**src/rtl/apb_req_pkg.sv**
```systemverilog
package apb_req_pkg;

    typedef enum logic [1:0] {
        PH_IDLE   = 2'd0,
        PH_SETUP  = 2'd1,
        PH_ACCESS = 2'd2
    } phase_e;

endpackage

```
**src/rtl/apb_req_fsm.sv**
```systemverilog
module apb_req_fsm
    import apb_req_pkg::*;
(
    input  logic clk,
    input  logic rst_n,
    input  logic cmd_valid,
    input  logic pready,
    output logic cmd_ready,
    output logic accept,
    output logic complete,
    output logic psel,
    output logic penable
);

    typedef struct packed {
        phase_e phase;
    } fsm_t;

    fsm_t fsm_q, fsm_d;

    always_comb begin
        fsm_d     = fsm_q;
        complete  = (fsm_q.phase == PH_ACCESS) && pready;
        cmd_ready = (fsm_q.phase == PH_IDLE) || complete;
        accept    = cmd_valid && cmd_ready;
        case (fsm_q.phase)
            PH_IDLE:   if (accept) fsm_d.phase = PH_SETUP;
            PH_SETUP:  fsm_d.phase = PH_ACCESS;
            PH_ACCESS: begin
                if (complete) fsm_d.phase = accept ? PH_SETUP : PH_IDLE;
            end
            default:   fsm_d.phase = PH_IDLE;
        endcase
    end

    always_ff @(posedge clk) begin
        if (!rst_n) fsm_q <= '{phase: PH_IDLE};
        else        fsm_q <= fsm_d;
    end

    assign psel    = (fsm_q.phase != PH_IDLE);
    assign penable = (fsm_q.phase == PH_ACCESS);

    // Setup always lasts one cycle and leads into access.
    assert_setup_one_cycle_R3: assert property (@(posedge clk) disable iff (!rst_n)
        (psel && !penable) |=> (psel && penable));

    // The enable strobe never appears without the select line.
    assert_enable_with_select_R4: assert property (@(posedge clk) disable iff (!rst_n)
        penable |-> psel);

    // The first bus cycle of a transfer is a setup cycle.
    assert_enters_setup_R2: assert property (@(posedge clk) disable iff (!rst_n)
        $rose(psel) |-> !penable);

    // A command taken in the completing cycle chains straight into setup.
    assert_chain_to_setup_R8: assert property (@(posedge clk) disable iff (!rst_n)
        (psel && penable && pready && cmd_valid) |=> (psel && !penable));

    // No command is taken during setup or a wait cycle.
    assert_ready_gated_R6: assert property (@(posedge clk) disable iff (!rst_n)
        cmd_ready |-> !(psel && !penable) && !(penable && !pready));

endmodule

```
**src/rtl/apb_req_hold.sv**
```systemverilog
module apb_req_hold #(
    parameter int ADDR_W = 16,
    parameter int DATA_W = 32
) (
    input  logic              clk,
    input  logic              rst_n,
    input  logic              load,
    input  logic              cmd_write,
    input  logic [ADDR_W-1:0] cmd_addr,
    input  logic [DATA_W-1:0] cmd_wdata,
    output logic              pwrite,
    output logic [ADDR_W-1:0] paddr,
    output logic [DATA_W-1:0] pwdata
);

    typedef struct packed {
        logic              write;
        logic [ADDR_W-1:0] addr;
        logic [DATA_W-1:0] wdata;
    } hold_t;

    hold_t hold_q, hold_d;

    always_comb begin
        hold_d = hold_q;
        if (load) begin
            hold_d.write = cmd_write;
            hold_d.addr  = cmd_addr;
            hold_d.wdata = cmd_wdata;
        end
    end

    always_ff @(posedge clk) begin
        if (!rst_n) hold_q <= '0;
        else        hold_q <= hold_d;
    end

    assign pwrite = hold_q.write;
    assign paddr  = hold_q.addr;
    assign pwdata = hold_q.wdata;

endmodule

```
**src/rtl/apb_req_resp.sv**
```systemverilog
module apb_req_resp #(
    parameter int DATA_W = 32
) (
    input  logic              clk,
    input  logic              rst_n,
    input  logic              complete,
    input  logic              pwrite,
    input  logic [DATA_W-1:0] prdata,
    input  logic              pslverr,
    output logic              rsp_done,
    output logic [DATA_W-1:0] rsp_rdata,
    output logic              rsp_error
);

    typedef struct packed {
        logic              done;
        logic [DATA_W-1:0] rdata;
        logic              err;
    } resp_t;

    resp_t resp_q, resp_d;

    always_comb begin
        resp_d      = resp_q;
        resp_d.done = complete;
        if (complete) begin
            resp_d.rdata = pwrite ? '0 : prdata;
            resp_d.err   = pslverr;
        end
    end

    always_ff @(posedge clk) begin
        if (!rst_n) resp_q <= '0;
        else        resp_q <= resp_d;
    end

    assign rsp_done  = resp_q.done;
    assign rsp_rdata = resp_q.rdata;
    assign rsp_error = resp_q.err;

    // A done pulse never lasts two cycles: a transfer takes at least setup plus access.
    assert_done_single_pulse_R7: assert property (@(posedge clk) disable iff (!rst_n)
        rsp_done |=> !rsp_done);

endmodule

```
**src/rtl/apb_requester.sv**
```systemverilog
module apb_requester #(
    parameter int ADDR_W = 16,
    parameter int DATA_W = 32
) (
    input  logic              clk,
    input  logic              rst_n,
    input  logic              cmd_valid,
    output logic              cmd_ready,
    input  logic              cmd_write,
    input  logic [ADDR_W-1:0] cmd_addr,
    input  logic [DATA_W-1:0] cmd_wdata,
    output logic              rsp_done,
    output logic [DATA_W-1:0] rsp_rdata,
    output logic              rsp_error,
    output logic              psel,
    output logic              penable,
    output logic [ADDR_W-1:0] paddr,
    output logic              pwrite,
    output logic [DATA_W-1:0] pwdata,
    input  logic              pready,
    input  logic [DATA_W-1:0] prdata,
    input  logic              pslverr
);

    logic accept;
    logic complete;

    apb_req_fsm u_fsm (
        .clk       (clk),
        .rst_n     (rst_n),
        .cmd_valid (cmd_valid),
        .pready    (pready),
        .cmd_ready (cmd_ready),
        .accept    (accept),
        .complete  (complete),
        .psel      (psel),
        .penable   (penable)
    );

    apb_req_hold #(.ADDR_W(ADDR_W), .DATA_W(DATA_W)) u_hold (
        .clk       (clk),
        .rst_n     (rst_n),
        .load      (accept),
        .cmd_write (cmd_write),
        .cmd_addr  (cmd_addr),
        .cmd_wdata (cmd_wdata),
        .pwrite    (pwrite),
        .paddr     (paddr),
        .pwdata    (pwdata)
    );

    apb_req_resp #(.DATA_W(DATA_W)) u_resp (
        .clk       (clk),
        .rst_n     (rst_n),
        .complete  (complete),
        .pwrite    (pwrite),
        .prdata    (prdata),
        .pslverr   (pslverr),
        .rsp_done  (rsp_done),
        .rsp_rdata (rsp_rdata),
        .rsp_error (rsp_error)
    );

    // Bus fields stay put from setup into access.
    assert_setup_fields_stable_R5: assert property (@(posedge clk) disable iff (!rst_n)
        (psel && !penable) |=> ($stable(paddr) && $stable(pwrite) && $stable(pwdata)));

    // A wait cycle keeps the bus frozen.
    assert_wait_holds_bus_R5: assert property (@(posedge clk) disable iff (!rst_n)
        (psel && penable && !pready) |=>
            (psel && penable && $stable(paddr) && $stable(pwrite) && $stable(pwdata)));

    // Completion with nothing offered drops back to idle.
    assert_return_idle_R9: assert property (@(posedge clk) disable iff (!rst_n)
        (psel && penable && pready && !cmd_valid) |=> !psel);

    // A done pulse follows a completing access cycle.
    assert_done_after_access_R7: assert property (@(posedge clk) disable iff (!rst_n)
        rsp_done |-> $past(psel && penable && pready));

endmodule

```
**config.mk**
```make
export PLATFORM = sky130hd
export DESIGN_NAME = apb_requester
export DESIGN_NICKNAME = d
export VERILOG_FILES = /design/src/rtl/apb_req_pkg.sv /design/src/rtl/apb_req_fsm.sv /design/src/rtl/apb_req_hold.sv /design/src/rtl/apb_req_resp.sv /design/src/rtl/apb_requester.sv
export SDC_FILE = /design/constraint.sdc
export NUM_CORES = 1
export LEC_CHECK = 0
export BUFFER_PORTS_ARGS = -buffer_cell sky130_fd_sc_hd__buf_2
export CAP_MARGIN = 20
export CORE_MARGIN = 4
export CORE_UTILIZATION = 49
export CTS_CLUSTER_DIAMETER = 200
export CTS_CLUSTER_SIZE = 14
export DETAILED_ROUTE_END_ITERATION = 8
export PLACE_DENSITY = 0.85
export SKIP_LAST_GASP = 1
export SYNTH_ARGS = -nofsm -noshare
export SYNTH_HDL_FRONTEND = slang
export SYNTH_SLANG_ARGS = --single-unit
```
**constraint.sdc**
```tcl
create_clock -name clk -period 2.1 [get_ports clk]
set_clock_uncertainty 0.2 [all_clocks]
set_input_delay 0 -clock clk [delete_from_list [all_inputs] [get_ports clk]]
set_output_delay 0 -clock clk [all_outputs]
set_load 0.03 [all_outputs]
```
* After elaboration in Yosys (flattened, before gate mapping)
Cells that the tools add are included.
Word-level totals: word-level logic and storage cells 22, bits in registers 85, bits of input ports 86, output and inout bits 86
Operators by class: mux-type cells 5, reduce and logical (&&, ||, !) cells 6, eq/ne operators 4
Operators by type and width (number):
- 2-to-1 mux 32 bit | 1
- one-hot mux 2 bit (3 select lines) | 1
- 2-to-1 mux 2 bit | 2
- equality test 2 x 1 -> 1 bit (second input constant) | 1
- equality test 2 bit (second input constant) | 1
- logical AND 1 bit | 2
- zero test 2 bit | 1
- inequality test 2 x 1 -> 1 bit (second input constant) | 1
- inequality test 2 bit (second input constant) | 1
- AND reduction 2 bit | 1
- nonzero test 2 bit | 1
- logical OR 1 bit | 1
- 2-to-1 mux 1 bit | 1

* Longest topological paths before layout
depth after elaboration 7, gate-level depth with buffers 5, mapped depth without buffers 3

* Modules after synthesis
Synthesis repeated with hierarchy kept, for this count alone.
Unflattened totals: cell total of the unflattened synthesis 317, area, all modules 3424.5 um2
By module, submodules not included:
- apb_req_hold | seq. area each 980.9 um2, area an instance 1863.0 um2, times used 1, cells each 158
- apb_req_resp | seq. area each 680.7 um2, area an instance 1440.1 um2, times used 1, cells each 147
- apb_req_fsm | seq. area each 40.0 um2, area an instance 121.4 um2, times used 1, cells each 12

* Least setup slack after synthesis
No wires, ideal clock.
path kind reg2reg, start point reg u_hold.hold_q (netlist bit u_hold.pwrite), end point reg u_resp.resp_q (netlist bit u_resp.rsp_rdata[0]), setup time 128 ps, slack 655 ps, cell stages (with the launch flop) 5, buffers on the path 2, data required time 1772 ps, data arrival time 1118 ps, period minus slack after synthesis 1445 ps, cells stage by stage dfxtp_1 -> clkbuf_1 -> clkbuf_1 -> nand4b_1 -> o21ai_1
On the way: cells in the longest elaborated chain, start to end 1
RTL lines:
- start: declaration | RTL line apb_req_hold.sv:22 | hold_t hold_q, hold_d;
- start signal: assignment | RTL line apb_req_hold.sv:35 | else hold_q <= hold_d;
- 2-to-1 mux 32 bit | RTL line apb_req_resp.sv:27 | resp_d.rdata = pwrite ? '0 : prdata;
- end signal: assignment | RTL line apb_req_resp.sv:34 | else resp_q <= resp_d;
- end: declaration | RTL line apb_req_resp.sv:21 | resp_t resp_q, resp_d;
No other way between the ends. A chain may end at the register's enable or synchronous reset.

* Worst setup path after layout
start point reg u_fsm.fsm_q[0] (netlist name), end point reg u_resp.resp_q (netlist bit u_resp.rsp_rdata[17])
On the way: cells in the longest elaborated chain, start to end 2
RTL lines:
- start: declaration | RTL line apb_req_fsm.sv:19 | fsm_t fsm_q, fsm_d;
- start signal: assignment | RTL line apb_req_fsm.sv:37 | if (!rst_n) fsm_q <= '{phase: PH_IDLE};
- start signal: assignment | RTL line apb_req_fsm.sv:38 | else fsm_q <= fsm_d;
- equality test 2 bit | RTL line apb_req_fsm.sv:23 | complete = (fsm_q.phase == PH_ACCESS) && pready;
- logical AND 1 bit | RTL line apb_req_fsm.sv:23
No other way between the ends.

==> run_results.csv <==
group,metric,value,unit
setup_path,path_cells,"and3b_2 -> nand4b_1 -> dlygate4sd3_1 -> o21ai_0",
cells_and_area,nNetsFinal,711,
global_route,grtUsageTotal,27.3,%
drt,drt_pass1_iterations,4,
drt,antenna_left,0,
min_path,hp-class,"in -> reg",
place,gp_congestion,0.718,
clock_network,post_cts_buffers,0,
setup_path,path_class,"reg -> reg",
setup_path,critical-path-top-delay-family,"simple AND/OR/NAND/NOR gates",
logic_synthesis,yosysWarningCount,0,
setup_path,start_kind,"flop",
drt,routedWlPerCell,15.9,um
logic_synthesis,synth.area.top_cells,"dfxtp_1 (49%), mux2i_1 (14%), nand2_1 (14%), nand4b_1 (7.1%), o21ai_1 (3.5%)",
floorplanning,die_x,92.0,um
setup_path,max_stage_delay,0.58,ns
timing,tightest_slew,0.408,ns
logic_synthesis,ys_types,18,
place,dpl.hpwl,6.15,mm
clock_network,clock_sinks,85,
cells_and_area,postLayoutCoreUtil,79.7,%
setup_path,worstPathRequired,2.14,ns
setup_path,critPathBufInv,1,
floorplanning,io_pins,172,
clock_network,cts_made_buffers,9,
clock_network,cts_tree,"built",
timing,setup_viol,0,
clock_network,root_buffer,"clkbuf_8",
cells_and_area,antenna_cells,0,
logic_synthesis,synth-seq-area-share,49.2,%
timing,finalCriticalPeriod,1.94,ns
logic_synthesis,synth_cells,378,
cells_and_area,fin_area,0.00544,mm2
cells_and_area,final_cells,725,
clock_network,cts_buffer_depth,2,
floorplanning,rows,30,
power,power.switching,1.01,mW
timing,maxSlewViolCount,0,
timing,hold_violations,0,
floorplanning,die_h,92.0,um
clock_network,ctsHoldBuffers,92,
clock_network,h-tree-depth,3,
min_path,hold-path-cell-count,4,
logic_synthesis,syn_nets,464,
floorplanning,dieArea,0.00846,mm2
global_route,grt_max_degree,75,
logic_synthesis,syn_area,0.00346,mm2
cells_and_area,most-common-layout-cells,"buf_2 (170), nand2_1 (133), dlygate4sd3_1 (92)",
drt,drtIter0Drc,106,
place,place_area,0.00429,mm2
setup_path,endpoint_kind,"flop",
place,dp.cells,618,
cells_and_area,layout_commonest_cell,"buf_2",
setup_path,arrival,1.98,ns
power,swShare,26.6,%
place,dp_slack,0.454,ns
clock_network,cts_resized,0,
drt,drc,0,
logic_synthesis,synth_seq_cells,85,
power,power.internal,2.80,mW
power,p_per_area,700,mW/mm2
power,p_leak,2.58,nW
timing,relSlewSlack,72.8,%
place,port_buffers,171,
setup_path,path_max_fanout,18,
timing,fin_crit_sh,92.3,%
drt,dr_total_vias,3660,
power,seqPwrFrac,45.7,%
status,status,"complete, no violations",
floorplanning,core,0.00683,mm2
logic_synthesis,synth_area_leader_cell,"dfxtp_1",
drt,wl,11.5,mm
timing,whs,0.0460,ns
floorplanning,start_util,50.6,%
power,power_frac_clock,34.9,%
cells_and_area,areaGrowthSynthToFinish,57.5,%
drt,vias_per_cell,5.05,
setup_path,critPathSlowestCell,"dlygate4sd3_1",
global_route,antenna_found_initial,0,
power,power_frac_comb,19.4,%
logic_synthesis,syn_area_per_cell,9.14,um2
job,drv.max_cap_violation_count,0,
timing,grt_setup_unrepaired,"false",
logic_synthesis,synth_largest_type_area_fraction,49.2,%
timing,setup_tns,0,ns
clock_network,clk_latency,0.33,ns
power,ir_drop,0.000465,V
cells_and_area,drive_gt1_share,31.0,%
clock_network,clkSlewWorstSetupHoldPaths,0.08,ns
setup_path,path_depth,4,
global_route,grt_pass1_wl,18.4,mm
timing,setup_ws,0.161,ns
power,power,3.81,mW
global_route,first_global_vias,3783,
setup_path,r2r_cells,4,
timing,max_freq,0.516,GHz
global_route,overflow,0,
-- worst reg2reg max path: stages (launching register included) --
cell	delay, ns
dfxtp_1	0.37
and3b_2	0.46
nand4b_1	0.13
dlygate4sd3_1	0.58
o21ai_0	0.10
-- per-layer routing --
layer / share of wire (%) / GRT usage, %
met1: 39 / 30.0
met2: 49 / 47.3
met3: 8.2 / 8.53
met4: 3.8 / 13.7
met5: 0 / 0
-- kinds of logic (layout without fill, tap and decap cells) --
family	Yosys count	after routing	share of synthesized area, %
AO/OA/AOI/OAI	33	33	4.78
buffers and inverters	34	285	7.20
multiplexers	50	50	14.5
AND/OR/NAND/NOR	176	176	24.3
flip-flops	85	85	49.2
-- worst paths after layout --
kind	start	end	slack (ns)
hold / removal	cmd_valid	u_hold.pwdata[27]	0.05
hold reg to reg	u_resp.rsp_rdata[12]	u_resp.rsp_rdata[12]	0.25
setup / recovery	u_fsm.fsm_q[0]	u_resp.rsp_rdata[17]	0.16
setup reg to reg	u_fsm.fsm_q[0]	u_resp.rsp_rdata[17]	0.16
-- flip-flops by register name (all words and copies together), names as in the netlist --
name	cells
u_hold.paddr	16
u_resp.rsp_done	1
u_fsm.fsm_q	2
u_hold.pwdata	32
u_resp.rsp_rdata	32
u_resp.rsp_error	1
u_hold.pwrite	1
-- layout make-up --
type,count,area (um2)
clock buffers,10,128
clock inverters,5,100
multi-input cells,259,1510
well taps,96,120
flip-flops and latches,85,1700
repair buffers,270,1880
fillers,419,1390
-- cell usage after synthesis (all sizes together) --
cell type / n
and2: 2
nor2b: 4
nand3: 5
nor3b: 1
mux2i: 50
nand4b: 28
nor2: 1
o21ai: 33
nand2: 133
buf: 15
dfxtp: 85
or2: 1
and3b: 1
clkbuf: 19
-- power by group through the flow --
stage                     clock [mW]  sequential, mW  combinational (mW)
after floorplan                    0            1.92               0.256
after global placement             0            1.77               0.575
after detailed placement           0            1.77               0.588
after CTS                       1.35            1.74               0.713
after global routing            1.41            1.75               0.787
final                           1.33            1.74               0.738
(Power assumes the default switching activity.)
